`config.mk`:
```
export PLATFORM = sky130hd
export DESIGN_NAME = mgain_partitioner
export DESIGN_NICKNAME = d
export VERILOG_FILES = /design/src/rtl/mgp_pkg.sv /design/src/rtl/mgp_argmax.sv /design/src/rtl/mgp_alloc_bank.sv /design/src/rtl/mgp_ctrl.sv /design/src/rtl/mgain_partitioner.sv
export SDC_FILE = /design/constraint.sdc
export NUM_CORES = 1
export LEC_CHECK = 0
export ABC_AREA = 1
export BUFFER_PORTS_ARGS = -buffer_cell sky130_fd_sc_hd__buf_2
export CAP_MARGIN = 20
export CORE_MARGIN = 2
export CORE_UTILIZATION = 42
export CTS_CLUSTER_DIAMETER = 200
export DETAILED_ROUTE_END_ITERATION = 7
export PLACE_DENSITY = 0.73
export SYNTH_ARGS = -nofsm -noshare
export SYNTH_HDL_FRONTEND = slang
export SYNTH_SLANG_ARGS = --single-unit
```
`constraint.sdc`:
```
create_clock -name clk -period 7.4 [get_ports clk]
set_input_delay 1.11 -clock clk [delete_from_list [all_inputs] [get_ports clk]]
set_output_delay 1.11 -clock clk [all_outputs]
set_load 0.02 [all_outputs]
```
`src/rtl/mgp_pkg.sv`:
```
package mgp_pkg;

  typedef enum logic {ST_IDLE, ST_RUN} run_state_e;

  // Left subtree holds lower indices, so it keeps the win on equal gains.
  function automatic logic left_wins(input logic lv, input logic rv,
                                     input logic [31:0] lg, input logic [31:0] rg);
    return lv && (!rv || (lg >= rg));
  endfunction

  // A process may compete when it is active and still under the cap.
  function automatic logic may_compete(input logic [31:0] idx, input logic [31:0] nact,
                                       input logic [31:0] cnt, input logic [31:0] cap);
    return (idx < nact) && (cnt < cap);
  endfunction

endpackage

```
`src/rtl/mgp_argmax.sv`:
```
module mgp_argmax import mgp_pkg::*; #(
  parameter int NPROC  = 8,
  parameter int GAIN_W = 16,
  parameter int IDX_W  = (NPROC > 1) ? $clog2(NPROC) : 1
) (
  input  logic                    clk,
  input  logic                    rst_n,
  input  logic [NPROC-1:0]        elig,
  input  logic [NPROC*GAIN_W-1:0] gains,
  output logic                    win_valid,
  output logic [IDX_W-1:0]        win_idx
);
  localparam int LVL   = (NPROC > 1) ? $clog2(NPROC) : 1;
  localparam int NLEAF = 1 << LVL;
  localparam int NODES = 2 * NLEAF - 1;

  // Heap-ordered tree: node 0 is the root, children of n are 2n+1 and 2n+2.
  logic [NODES-1:0]        nv;
  logic [NODES*GAIN_W-1:0] ng;
  logic [NODES*IDX_W-1:0]  ni;
  logic [GAIN_W-1:0]       win_gain;

  for (genvar i = 0; i < NLEAF; i++) begin : g_leaf
    localparam int N = NLEAF - 1 + i;
    if (i < NPROC) begin : g_real
      assign nv[N]                     = elig[i];
      assign ng[N*GAIN_W +: GAIN_W]    = gains[i*GAIN_W +: GAIN_W];
      assign ni[N*IDX_W +: IDX_W]      = IDX_W'(i);
    end else begin : g_pad
      assign nv[N]                     = 1'b0;
      assign ng[N*GAIN_W +: GAIN_W]    = '0;
      assign ni[N*IDX_W +: IDX_W]      = '0;
    end
  end

  for (genvar n = 0; n < NLEAF - 1; n++) begin : g_node
    localparam int L = 2 * n + 1;
    localparam int R = 2 * n + 2;
    logic take_l;
    assign take_l = left_wins(nv[L], nv[R],
                              32'(ng[L*GAIN_W +: GAIN_W]), 32'(ng[R*GAIN_W +: GAIN_W]));
    assign nv[n]                  = nv[L] | nv[R];
    assign ng[n*GAIN_W +: GAIN_W] = take_l ? ng[L*GAIN_W +: GAIN_W] : ng[R*GAIN_W +: GAIN_W];
    assign ni[n*IDX_W +: IDX_W]   = take_l ? ni[L*IDX_W +: IDX_W]   : ni[R*IDX_W +: IDX_W];
  end

  assign win_valid = nv[0];
  assign win_gain  = ng[0 +: GAIN_W];
  assign win_idx   = ni[0 +: IDX_W];

  for (genvar i = 0; i < NPROC; i++) begin : g_chk
    // no eligible process beats the chosen one
    a_r3_winner_max: assert property (@(posedge clk) disable iff (!rst_n)
      elig[i] |-> (win_valid && (gains[i*GAIN_W +: GAIN_W] <= win_gain)));
    // an equal-gain contender never has a lower index than the winner
    a_r4_tie_low: assert property (@(posedge clk) disable iff (!rst_n)
      (elig[i] && (gains[i*GAIN_W +: GAIN_W] == win_gain)) |-> (IDX_W'(i) >= win_idx));
  end
  // the winner is itself eligible
  a_r3_winner_elig: assert property (@(posedge clk) disable iff (!rst_n)
    win_valid |-> elig[win_idx]);

endmodule

```
`src/rtl/mgp_alloc_bank.sv`:
```
module mgp_alloc_bank import mgp_pkg::*; #(
  parameter int NPROC = 8,
  parameter int CNT_W = 10,
  parameter int PW    = $clog2(NPROC + 1),
  parameter int IDX_W = (NPROC > 1) ? $clog2(NPROC) : 1
) (
  input  logic                   clk,
  input  logic                   rst_n,
  input  logic                   clear,
  input  logic                   step,
  input  logic [IDX_W-1:0]       grant_idx,
  input  logic [CNT_W-1:0]       cap_in,
  input  logic [PW-1:0]          nproc_in,
  output logic [NPROC*CNT_W-1:0] alloc_flat,
  output logic [NPROC-1:0]       elig
);
  logic [CNT_W-1:0] cap_q;
  logic [PW-1:0]    nact_q;
  logic [NPROC-1:0] bump;

  always_ff @(posedge clk) begin
    if (!rst_n) begin
      cap_q  <= '0;
      nact_q <= '0;
    end else if (clear) begin
      cap_q  <= cap_in;
      nact_q <= nproc_in;
    end
  end

  for (genvar i = 0; i < NPROC; i++) begin : g_proc
    logic [CNT_W-1:0] cnt;
    assign bump[i] = step && (grant_idx == IDX_W'(i));
    assign elig[i] = may_compete(32'(i), 32'(nact_q), 32'(cnt), 32'(cap_q));
    assign alloc_flat[i*CNT_W +: CNT_W] = cnt;

    always_ff @(posedge clk) begin
      if (!rst_n)       cnt <= '0;
      else if (clear)   cnt <= '0;
      else if (bump[i]) cnt <= cnt + 1'b1;
    end

    // a count never passes the captured cap
    a_r6_under_cap: assert property (@(posedge clk) disable iff (!rst_n)
      cnt <= cap_q);
    // a process outside the active range keeps a zero count
    a_r8_inactive_zero: assert property (@(posedge clk) disable iff (!rst_n)
      (32'(i) >= 32'(nact_q)) |-> (cnt == '0));
  end

  // at most one process gains a block per step
  a_r3_single_grant: assert property (@(posedge clk) disable iff (!rst_n)
    $onehot0(bump));

endmodule

```
`src/rtl/mgp_ctrl.sv`:
```
module mgp_ctrl import mgp_pkg::*; #(
  parameter int CNT_W = 10
) (
  input  logic             clk,
  input  logic             rst_n,
  input  logic             start,
  input  logic [CNT_W-1:0] total_in,
  input  logic             any_elig,
  output logic             busy,
  output logic             clear,
  output logic             step,
  output logic             done
);
  run_state_e       st;
  logic [CNT_W-1:0] left_q;

  assign busy  = (st == ST_RUN);
  assign clear = start && !busy;
  assign step  = busy && any_elig && (left_q != '0);

  always_ff @(posedge clk) begin
    if (!rst_n) begin
      st     <= ST_IDLE;
      left_q <= '0;
      done   <= 1'b0;
    end else begin
      done <= 1'b0;
      case (st)
        ST_IDLE: if (clear) begin
          st     <= ST_RUN;
          left_q <= total_in;
        end
        ST_RUN: if (step) begin
          left_q <= left_q - 1'b1;
        end else begin
          st   <= ST_IDLE;
          done <= 1'b1;
        end
        default: st <= ST_IDLE;
      endcase
    end
  end

  // done is a single-cycle pulse
  a_r9_done_pulse: assert property (@(posedge clk) disable iff (!rst_n)
    done |=> !done);
  // a cycle without a step ends the run with done
  a_r5_finish: assert property (@(posedge clk) disable iff (!rst_n)
    (busy && !step) |=> (done && !busy));
  // a start during a run does not reload the remaining budget
  a_r10_no_reload: assert property (@(posedge clk) disable iff (!rst_n)
    (busy && start && step) |=> (left_q == $past(left_q) - 1'b1));

endmodule

```
`src/rtl/mgain_partitioner.sv`:
```
module mgain_partitioner import mgp_pkg::*; #(
  parameter int NPROC  = 8,
  parameter int CNT_W  = 10,
  parameter int GAIN_W = 16,
  localparam int PW    = $clog2(NPROC + 1),
  localparam int IDX_W = (NPROC > 1) ? $clog2(NPROC) : 1
) (
  input  logic                    clk,
  input  logic                    rst_n,
  input  logic                    start,
  input  logic [PW-1:0]           nproc_active,
  input  logic [CNT_W-1:0]        total_blocks,
  input  logic [CNT_W-1:0]        cap_blocks,
  output logic [NPROC*CNT_W-1:0]  gain_addr,
  input  logic [NPROC*GAIN_W-1:0] gain_data,
  output logic [NPROC*CNT_W-1:0]  alloc_counts,
  output logic                    busy,
  output logic                    done
);
  logic             run_clear;
  logic             run_step;
  logic             any_elig;
  logic [NPROC-1:0] elig;
  logic [IDX_W-1:0] win_idx;

  mgp_ctrl #(.CNT_W(CNT_W)) u_ctrl (
    .clk(clk), .rst_n(rst_n), .start(start), .total_in(total_blocks),
    .any_elig(any_elig), .busy(busy), .clear(run_clear), .step(run_step),
    .done(done)
  );

  mgp_alloc_bank #(.NPROC(NPROC), .CNT_W(CNT_W), .PW(PW), .IDX_W(IDX_W)) u_bank (
    .clk(clk), .rst_n(rst_n), .clear(run_clear), .step(run_step),
    .grant_idx(win_idx), .cap_in(cap_blocks), .nproc_in(nproc_active),
    .alloc_flat(alloc_counts), .elig(elig)
  );

  mgp_argmax #(.NPROC(NPROC), .GAIN_W(GAIN_W), .IDX_W(IDX_W)) u_pick (
    .clk(clk), .rst_n(rst_n), .elig(elig), .gains(gain_data),
    .win_valid(any_elig), .win_idx(win_idx)
  );

  // The next gain of a process sits at the address equal to its current count.
  assign gain_addr = alloc_counts;

  // counts hold while idle without a start
  a_r9_hold: assert property (@(posedge clk) disable iff (!rst_n)
    (!busy && !start) |=> $stable(alloc_counts));
  // an accepted start zeroes the counts and raises busy
  a_r2_clear: assert property (@(posedge clk) disable iff (!rst_n)
    (start && !busy) |=> (busy && (alloc_counts == '0)));

endmodule

```
==> metrics <==
GRT Util Overall=23.2%; Hold Path Class=reg -> reg; overflow left after global routing=0; most used flip-flop cell after synthesis=dfxtp_1; number of buffers inserted by port buffering=316; number of buffers created by CTS=9; final cell utilization of the core=48.5%; cell count after synthesis=1832; final period utilization=90.8%; final worst hold slack=0.502 ns; syn_area_per_cell=6.46 um^2; layout filler cell count=2847; worst rel slew slack=49.1%; endpoint kind of the worst setup timing path=flop; power density over the cells=176 mW/mm^2; slowest cell on the critical path=o21ai_0; delay of the slowest cell on the worst path=0.54 ns; global-route wire length before repair=54200 um; RR Startpoint=u_bank.cap_q[3]$_SDFFE_PN0P_; RSZ-0062 raised after global routing=no; final number of max-transition violations=0; final hold vios=0; clock tree skew after final layout=0.0103 ns; static leakage=7.24 nW; launch instance of the worst min-delay path=u_ctrl.left_q[9]$_SDFFE_PN0P_; WP data arrival=6.99 ns; starting density of the core=42.6%; antenna violations before repair=0; DPL Wire Length=28700 um; average wire length per cell after detail routing=14.7 um; crit path max fanout=36; Row Count=61; antenna viol nets, final=0; netlist area before placement=0.0118 mm^2; number of maximum-capacitance violations=0; total number of vias=12274; most common library cell in the layout ignoring fill and taps=nand2_1; IR drop worst, VDD=0.116 mV; area of the placeable core=0.0278 mm^2; maximum root-to-sink buffer count=2; highest attainable clock frequency=149 MHz; Worst-Margin Slew=0.762 ns; Routed WL=35600 um; count of pins on the block boundary=317; Die Wd=172 um; kind of start point of the critical path=primary input; share of synthesized flip-flops with an asynchronous set or reset=0%; warning count from the yosys run=0; Chip Height=172 um; area of the die=0.0296 mm^2; net count after synthesis=2180; number of levels the H-tree was split into=3; proportion of synthesized chip area in sequential cells=17.9%; most used cell, CP=nand2_1; clock-pin transition on the worst setup and hold timing paths=0.08 ns; count of routing violations after the opening detailed-route iteration=667; synth top area cells=ha_1 20%, dfxtp_1 18%, nand2_1 14%; Clock Latency Late Sink=0.35 ns; placed inst area=0.0131 mm^2; CTS root buf=clkbuf_16; post-route cell area=0.0135 mm^2; share of cells above drive strength 1=20.3%; router iterations before antenna repair=7; post-synthesis register bit count=106; Worst setup startpoint=gain_data[127]; top library cells by usage in the layout, fill and taps aside=445 x nand2_1, 316 x buf_2, 242 x inv_1; number of diodes added for antenna fixing=0; TritonCTS clock tree=done; Period minus WS final=6.72 ns; critical path required time=7.67 ns; Setup violations, final=0; distinct cell type count of the synthesized netlist=45; maximum number of pins on one net before global-route repair=53; Avg Vias per Cell=5.06; post-synth top area cell=ha_1; count of flip-flops with a built-in enable after synthesis=0; count of clock tree sinks=106; share of the synthesized area in the top cell type=20.4%; outcome=complete, no violations; number of global-route vias before repair=11052; type of the setup path with the least slack=in -> reg; setup TNS=0 ns; area growth from synthesis to layout=13.7%; Final GP Congestion=0.945; Remaining DRCs=0; net total in the final layout=2392
==> cell usage after synthesis, drive strengths merged, types with 2 or more instances <==
library cell  count
nor2            185
nor4              6
a21oi           151
nor3             33
nand3            81
o21ai           145
o21a              9
dfxtp           106
nand3b            2
nand4            35
inv             254
buf              96
clkbuf           26
a31oi             9
nand2           466
and2              2
nor3b             2
xor2             14
xnor2             6
ha              193
and3              2
a21o              4
==> stage by stage <==
stage,worst slack [ns],power (W),cells
global placement,0.411,0.00182,2409
floorplan,1.78,0.00157,1832
global route,0.0336,0.00257,2427
finish,0.681,0.00237,2427
CTS,0.578,0.00237,2425
detailed placement,0.252,0.00185,2409
==> path summary, 6_finish.rpt <==
| path | to | slack [ns] | cells after the start |
|---|---|---|---|
| max | u_bank.g_proc[1].cnt[8]$_SDFFE_PP0P_ | 0.68 | 33 |
| min | u_ctrl.left_q[9]$_SDFFE_PN0P_ | 0.50 | 2 |
| max reg2reg | u_bank.g_proc[1].cnt[8]$_SDFFE_PP0P_ | 0.83 | 36 |
| min reg2reg | u_ctrl.left_q[9]$_SDFFE_PN0P_ | 0.50 | 2 |
==> cell type report <==
class	count	area, um^2	share of cell area [%]
Clock buffer	10	239	1.77
Timing Repair inverter	1	7.51	0.0557
Clock inverter	6	76.3	0.567
Tap cell	378	473	3.51
Sequential cell	106	2120	15.8
Inverter	254	960	7.13
Multi-Input combinational cell	1350	7960	59.1
Timing Repair Buffer	322	1630	12.1
==> where the power goes <==
group / internal (W) / switching (W) / total (W)
clock network: 0.000279 / 0.000239 / 0.000518
registers: 0.000593 / 0.0000256 / 0.000618
logic: 0.000394 / 0.000838 / 0.00123
==> per-layer routing <==
layer  global-route usage (%)  vias to the layer above  share of wire [%]
met5                        0                        -                  0
met4                     7.45                        0                2.5
met3                     2.20                       49                6.2
met2                     42.2                      413                 47
met1                     28.7                     5489                 44
li1                         -                     6323                  -
==> cell families after synthesis <==
family                     after synthesis  synth area share, %
xor gates and xnor gates                20                 1.48
DFF                                    106                 17.9
adders and majority gates              193                 20.4
AOI/OAI and AO/OA                      322                 14.1
buffers and inverters                  376                 15.0
and+or+nand+nor                        815                 31.1
==> state kept, by name (all words and copies together), names as in the netlist <==
signal and flops:
u_ctrl.busy 1, u_bank.g_proc.cnt 80, u_bank.nact_q 4, u_ctrl.left_q 10, u_ctrl.done 1, u_bank.cap_q 10
==> what timing repair did <==
| item | CTS | global route |
|---|---|---|
| buffers inserted | 0 | 1 |
| gates resized for setup | 0 | 6 |
| hold buffers | 0 | 0 |
| setup endpoints to repair | 0 | 25 |
==> worst max-delay path: cells and delay by family <==
family                     cells  cell delay, ns
AOI/OAI and AO/OA              4            1.13
adders and majority gates      3            0.98
buffers and inverters          4            0.68
and+or+nand+nor               22            3.05
Power figures use the tool's default switching activity.
